==> src/rtl/ivl_pkg.sv <==
package ivl_pkg;

    localparam int VEC_W      = 6;
    localparam int WORD_W     = 64;
    localparam int NUM_WORDS  = 3;
    localparam int STAT_W     = 8;
    localparam int BUSY_BIT   = 5;
    localparam int TRAP_W     = 9;
    localparam logic [TRAP_W-1:0] TRAP_VEC = 9'h060;
    localparam int TAG_W      = 5;
    localparam logic [TAG_W-1:0] TAG_VAL = 5'h1F;

    typedef enum logic [1:0] {
        ACT_HOLD    = 2'd0,
        ACT_ACCEPT  = 2'd1,
        ACT_RELEASE = 2'd2
    } act_e;

endpackage

==> src/rtl/ivl_ctrl.sv <==
module ivl_ctrl
    import ivl_pkg::*;
(
    input  logic req_i,
    input  logic busy_i,
    output act_e act_o
);

    always_comb begin
        act_o = ACT_HOLD;
        if (req_i && !busy_i) begin
            act_o = ACT_ACCEPT;
        end else if (!req_i && busy_i) begin
            act_o = ACT_RELEASE;
        end
    end

endmodule

==> src/rtl/ivl_fmt.sv <==
module ivl_fmt #(
    parameter int                 VEC_W     = 6,
    parameter int                 WORD_W    = 64,
    parameter int                 NUM_WORDS = 3,
    parameter int                 TAG_W     = 5,
    parameter logic [TAG_W-1:0]   TAG_VAL   = 5'h1F
) (
    input  logic [VEC_W-1:0]                  vec_i,
    output logic [NUM_WORDS-1:0][WORD_W-1:0]  words_o
);

    localparam int PAD_W = WORD_W - TAG_W - VEC_W;

    for (genvar gi = 0; gi < NUM_WORDS; gi++) begin : g_word
        if (gi == 0) begin : g_head
            assign words_o[gi] = {{PAD_W{1'b0}}, TAG_VAL, vec_i};
        end else begin : g_zero
            assign words_o[gi] = '0;
        end
    end

endmodule

==> src/rtl/ivec_latch.sv <==
module ivec_latch
    import ivl_pkg::*;
(
    input  logic              clk,
    input  logic              rst_n,
    input  logic              req_i,
    input  logic [5:0]        vec_i,
    output logic [7:0]        status_o,
    output logic [63:0]       data0_o,
    output logic [63:0]       data1_o,
    output logic [63:0]       data2_o,
    output logic [8:0]        trap_idx_o,
    output logic              hard_req_o,
    output logic              wake_o
);

    typedef struct packed {
        logic                               busy;
        logic                               hard;
        logic                               wake;
        logic [TRAP_W-1:0]                  trap;
        logic [NUM_WORDS-1:0][WORD_W-1:0]   words;
    } st_t;

    st_t  st_d, st_q;
    act_e act;
    logic [NUM_WORDS-1:0][WORD_W-1:0] fmt_words;

    ivl_ctrl u_ctrl (
        .req_i  (req_i),
        .busy_i (st_q.busy),
        .act_o  (act)
    );

    ivl_fmt #(
        .VEC_W     (VEC_W),
        .WORD_W    (WORD_W),
        .NUM_WORDS (NUM_WORDS),
        .TAG_W     (TAG_W),
        .TAG_VAL   (TAG_VAL)
    ) u_fmt (
        .vec_i   (vec_i),
        .words_o (fmt_words)
    );

    always_comb begin
        st_d      = st_q;
        st_d.wake = 1'b0;
        case (act)
            ACT_ACCEPT: begin
                st_d.busy  = 1'b1;
                st_d.hard  = 1'b1;
                st_d.wake  = 1'b1;
                st_d.trap  = TRAP_VEC;
                st_d.words = fmt_words;
            end
            ACT_RELEASE: begin
                st_d.busy = 1'b0;
                st_d.hard = 1'b0;
            end
            default: ;
        endcase
    end

    always_ff @(posedge clk) begin
        if (!rst_n) begin
            st_q <= '0;
        end else begin
            st_q <= st_d;
        end
    end

    for (genvar gb = 0; gb < STAT_W; gb++) begin : g_stat
        if (gb == BUSY_BIT) begin : g_busy
            assign status_o[gb] = st_q.busy;
        end else begin : g_rsvd
            assign status_o[gb] = 1'b0;
        end
    end

    assign data0_o    = st_q.words[0];
    assign data1_o    = st_q.words[1];
    assign data2_o    = st_q.words[2];
    assign trap_idx_o = st_q.trap;
    assign hard_req_o = st_q.hard;
    assign wake_o     = st_q.wake;

    AST_ACCEPT_RAISES: assert property (@(posedge clk) disable iff (!rst_n)
        (req_i && !status_o[BUSY_BIT]) |=> (status_o[BUSY_BIT] && hard_req_o
                                            && trap_idx_o == TRAP_VEC));
    AST_BUSY_DROPS: assert property (@(posedge clk) disable iff (!rst_n)
        (req_i && status_o[BUSY_BIT]) |=> ($stable(data0_o) && $stable(status_o)
                                           && $stable(hard_req_o)));
    AST_RELEASE_CLEARS: assert property (@(posedge clk) disable iff (!rst_n)
        (!req_i && status_o[BUSY_BIT]) |=> (!status_o[BUSY_BIT] && !hard_req_o
                                            && $stable(data0_o)));
    AST_WAKE_SINGLE: assert property (@(posedge clk) disable iff (!rst_n)
        wake_o |=> !wake_o);
    AST_IDLE_QUIET: assert property (@(posedge clk) disable iff (!rst_n)
        (!req_i && !status_o[BUSY_BIT]) |=> (!hard_req_o && !wake_o
                                             && $stable(data0_o)));

endmodule

==> config.mk <==
export PLATFORM = sky130hd
export DESIGN_NAME = ivec_latch
export DESIGN_NICKNAME = d
export VERILOG_FILES = /design/src/rtl/ivl_pkg.sv /design/src/rtl/ivl_ctrl.sv /design/src/rtl/ivl_fmt.sv /design/src/rtl/ivec_latch.sv
export SDC_FILE = /design/constraint.sdc
export NUM_CORES = 1
export LEC_CHECK = 0
export ABC_CLOCK_PERIOD_IN_PS = 1200
export BUFFER_PORTS_ARGS = -buffer_cell sky130_fd_sc_hd__buf_4
export CORE_AREA = 2 2 85 87
export DETAILED_ROUTE_END_ITERATION = 8
export DIE_AREA = 0 0 87 89
export PLACE_DENSITY = 0.69
export SLEW_MARGIN = 40
export SYNTH_ARGS = -nofsm -noshare
export SYNTH_HDL_FRONTEND = slang
export SYNTH_SLANG_ARGS = --single-unit
==> constraint.sdc <==
create_clock -name clk -period 1.2 [get_ports clk]
set_input_delay 0.24 -clock clk [delete_from_list [all_inputs] [get_ports clk]]
set_output_delay 0.24 -clock clk [all_outputs]
set_load 0.05 [all_outputs]
# After elaboration in Yosys (flattened, before gate mapping)
# Cells that the tools add are included.
word_totals:
  output_inout_bits: 211
  ff_bits: 11
  input_bits: 9
classes:
  eq_ne: 2
  muxes: 4
  n_reduce_logical: 5
ops:
  columns: ["operator", "count"]
  rows:
  - ["$mux W202", 1]
  - ["$mux W2", 2]
  - ["$pmux W2 S2", 1]
  - ["$eq A2 B1 Y1 const B", 1]
  - ["$eq A2 B2 Y1 const B", 1]
  - ["$logic_and A1 B1 Y1", 2]
  - ["$logic_not A1 Y1", 2]
  - ["$reduce_bool A2 Y1", 1]

# Depth between registers and ports, before layout
logic_depth:
  word_depth: 6
  ltp_mapped: 5
  ltp_nobuf: 4

# Modules after synthesis
# Synthesis repeated with hierarchy kept, for this count alone.
unflattened:
  cells_unflattened: 845
  area_unflattened_um2: 9140.0
by_module_without_submodules:
  columns: ["mod", "area_each_um2", "seq_area_each_um2", "cells_per_inst", "n_inst"]
  rows:
  - ["ivec_latch", 7676.1, 3903.7, 649, 1]
  - ["ivl_fmt", 1448.9, 0.0, 194, 1]
  - ["ivl_ctrl", 15.0, 0.0, 2, 1]

# Worst setup path after synthesis
# OpenSTA, ideal clock, no wires.
synth_timing:
  path_kind: "register -> register"
  startpoint: "register st_q, in the netlist status_o[5]"
  endpoint: "register st_q, in the netlist data0_o[0]"
  setup_slack_ns: -0.223
  required_ns: 1.083
  stages_incl_launch_ff: 6
  arrival_time_ns: 1.306
  synth_period_minus_slack_ns: 1.423
  cell_sequence: "dfxtp_1 inv_1 ha_1 buf_6 mux2i_1 nor2b_1"
synth_between:
  elab_chain_cells: 4
  word_cells_on_any_way: 6
  cone_classes: "eq/ne: 1; mux: 2; reduce/logical: 3"
synth_rtl:
  columns: ["element", "line", "rtl"]
  rows:
  - ["start: declaration", "ivec_latch.sv:25", "st_t st_d, st_q;"]
  - ["start signal: assignment", "ivec_latch.sv:69", "st_q <= st_d;"]
  - ["$logic_and A1 B1 Y1 / $logic_not A1 Y1 (equally long branches)", "ivl_ctrl.sv:13, ivl_ctrl.sv:11", null]
  - ["$mux W2 / $logic_and A1 B1 Y1 (equally long branches)", "ivl_ctrl.sv:13, ivl_ctrl.sv:11", null]
  - ["$mux W2 (*)", "ivl_ctrl.sv:11", "if (req_i && !busy_i) begin"]
  - ["$eq A2 B1 Y1 (*)", "ivec_latch.sv:49", "case (act)"]
# Mark *: on every way between the ends. The rest lies on a longest branch, timed or not.
# A chain may end at the register's enable or synchronous reset.

# Final worst setup path
layout_timing:
  startpoint: "register st_q, in the netlist status_o[5]"
  endpoint: "register st_q, in the netlist data0_o[4]"
# Same word-level chain as after synthesis.

==> results.py <==
metrics = {
    "status": {
        "status": "completed",
    },
    "critical_path": {
        "r2r_cells": 4,
        "cp_cell_sequence": "inv_1, ha_4, mux2i_1, nor2b_1",
        "startpoint_type": "register",
        "r2r_start": "status_o[5]",
        "worstSetupPathType": "register to register",
        "crit_start": "status_o[5]",
        "crit_required_ns": 1.31,
        "cp_max_fo": 7,
        "arrival_ns": 1.22,
        "slowest_stage": "dfxtp_4",
        "endpoint_kind": "register",
        "slowest_delay_ns": 0.35,
    },
    "clock_network": {
        "clock_latency_ns": 0.23,
        "cts_setup_buffers": 0,
        "cts_buffer_depth": 2,
        "cts_tree": "yes",
        "cts_sinks": 9,
        "htreeDepth": 1,
        "root_buffer": "clkbuf_8",
        "ctsHoldBuffers": 0,
        "clk_pin_slew_ns": 0.04,
        "cts_buffers": 3,
    },
    "grt": {
        "grt_max_degree": 10,
        "gr-total-overflow": 0,
        "grt_pass1_vias": 337,
        "grt_usage_pct": 2.54,
        "antenna_found_initial": 0,
        "grt_pass1_wl_mm": 1.53,
    },
    "placement": {
        "place_hpwl_mm": 1.70,
        "gp_congestion": 0.576,
        "placedCellCount": 330,
        "io_buffers": 24,
        "dp_slack_ns": -0.00757,
    },
    "detailed_routing": {
        "postRouteAntennaNets": 0,
        "wl_mm": 1.90,
        "num_vias": 810,
        "wl_per_cell_um": 5.69,
        "drt-vias-per-instance": 2.43,
        "drt_pre_antenna_iters": 3,
        "drt_iter0_drc": 9,
        "drcViolationCount": 0,
    },
    "yosys": {
        "ys.flop_type": "dfxtp_1",
        "yosys.area_share.adder_pct": 1.99,
        "muxShareOfSynthArea_pct": 3.19,
        "synth_warnings": 0,
        "syn_area_um2": 1890,
        "synth_edf_count": 0,
        "synth_cells": 235,
        "yosysMostFrequentCell": "buf_4",
        "syn_area_per_cell_um2": 8.02,
        "synthArstFlopShare_pct": 0,
        "synth_top_family_by_area": "buffers and inverters",
        "yosysSeqAreaShare_pct": 9.56,
        "synth_compound_area_share_pct": 0.796,
        "synthSimpleGateAreaFrac_pct": 2.85,
        "synth_top_cell_area_share_pct": 80.4,
        "synth_xor_area_share_pct": 0,
        "synth_top_cell_by_area": "buf_4",
        "ys_top_cells_by_count": "buf_4, dfxtp_1, mux2i_1, nor2b_1, ha_1",
        "synth.area.top_cells": "buf_4, dfxtp_1, mux2i_1, ha_1, nor2b_1",
        "yosysUniqueCellTypes": 13,
        "ys_ff_latch": 9,
    },
    "die": {
        "die-area_um2": 7740,
        "die_w_um": 87,
        "chipHeight_um": 89,
        "core_um2": 6720,
        "boundaryPins": 220,
        "row_count": 30,
        "start_util_pct": 28.1,
    },
    "timing": {
        "finClkSkew_ns": 0.000287,
        "rsz0062_at_grt": "no",
        "period_minus_slack_ns": 1.11,
        "setup_viol_count_final": 0,
        "holdWs_ns": 0.274,
        "fin_ws_ns": 0.0937,
        "timing.fmax_ghz": 0.904,
        "finalMaxSlewViolations": 0,
        "finalCritPeriodShare_pct": 92.2,
        "finalHoldViolations": 0,
    },
    "hold_path": {
        "worstHoldPathCells": 2,
        "hp-start": "rst_n",
        "hold_class": "input pin to register",
    },
    "final_layout": {
        "layout-drive-gt1-share_pct": 11.8,
        "num_antenna_cells": 0,
        "instances_no_fill": 334,
        "nets": 267,
        "area_delta_synth_final_pct": -24.2,
    },
    "power_and_ir_drop": {
        "p_leak_nw": 0.932,
        "power_density_nw_per_um2": 1710,
        "vdd_drop_max_uv": 375,
    },
    "run": {
        "drv_cap": 0,
    },
}
[per-layer routing]
layer / up-vias / routed length [µm] / track usage (%)
met2: 117 / 1110 / 4.65
met1: 340 / 423 / 2.59
met5: - / 0 / 0
met4: 0 / 0 / 1.28
li1: 353 / - / -
met3: 0 / 367 / 0.831
[final timing paths]
kind / to / slack [ns]
setup reg to reg: data0_o[4] / 0.09
setup / recovery: data0_o[4] / 0.09
hold reg to reg: status_o[5] / 0.50
hold / removal: data0_o[6] / 0.27
[sequential cells by signal, summed over array words and instances, names as in the netlist]
name and count:
data0_o 7, status_o 1, wake_o 1
[what timing repair did]
item	4_1_cts	5_1_grt
resized for setup	1	1
endpoints found under the hold margin	0	0
setup endpoints to repair	5	2
[cell type report]
| cell class | instances | area, µm² |
|---|---|---|
| well taps | 80 | 100 |
| multi-input cells | 215 | 911 |
| clock buffers | 4 | 45.0 |
| repair buffers | 24 | 180 |
| flip-flops and latches | 9 | 185 |
| inverters | 2 | 7.51 |
| fillers | 714 | 5290 |
[critical path, delay by kind of cell (launching register included)]
family,cells,cell delay (ns)
and+or+nand+nor,1,0.08
adders and majority gates,1,0.22
buffers and inverters,1,0.11
DFF,1,0.35
muxes,1,0.23
[per-stage QoR]
step	total power (W)	instance area, µm²	setup TNS [ns]	util [%]
after floorplan	0.00249	2620	0	-
after global placement	0.00207	1370	0	20.4
after detailed placement	0.00208	1370	-0.0109	20.4
after CTS	0.00243	1420	0	21.1
after global routing	0.00253	1430	0	21.3
final	0.00244	1430	0	21.3
[layout by cell type (no fill, tap or decap)]
cell type / n
buf_4: 24
ha_1: 2
o21a_1: 1
conb_1: 195
dfxtp_4: 1
dfxtp_2: 1
nand2_1: 1
nor2b_1: 6
mux2i_1: 6
clkbuf_8: 3
and2_1: 1
clkbuf_1: 1
dfxtp_1: 7
inv_1: 2
a21boi_1: 1
ha_4: 1
or2_1: 1
[kinds of logic (layout without fill, tap and decap cells)]
family / count (synthesis) / after routing
buffers and inverters: 205 / 30
flip-flops: 9 / 9
AND/OR/NAND/NOR: 9 / 9
multiplexers: 6 / 6
adder cells (fa/ha/maj): 3 / 3
AO/OA/AOI/OAI: 2 / 2
other: 1 / 195
[where the power goes]
part	internal (W)	switching (W)	leakage (nW)
clock network	0.000231	0.000118	0.0228
registers	0.000332	0.0000230	0.0751
logic	0.000135	0.00160	0.835
Note: power is estimated with default switching activity, not from simulation.
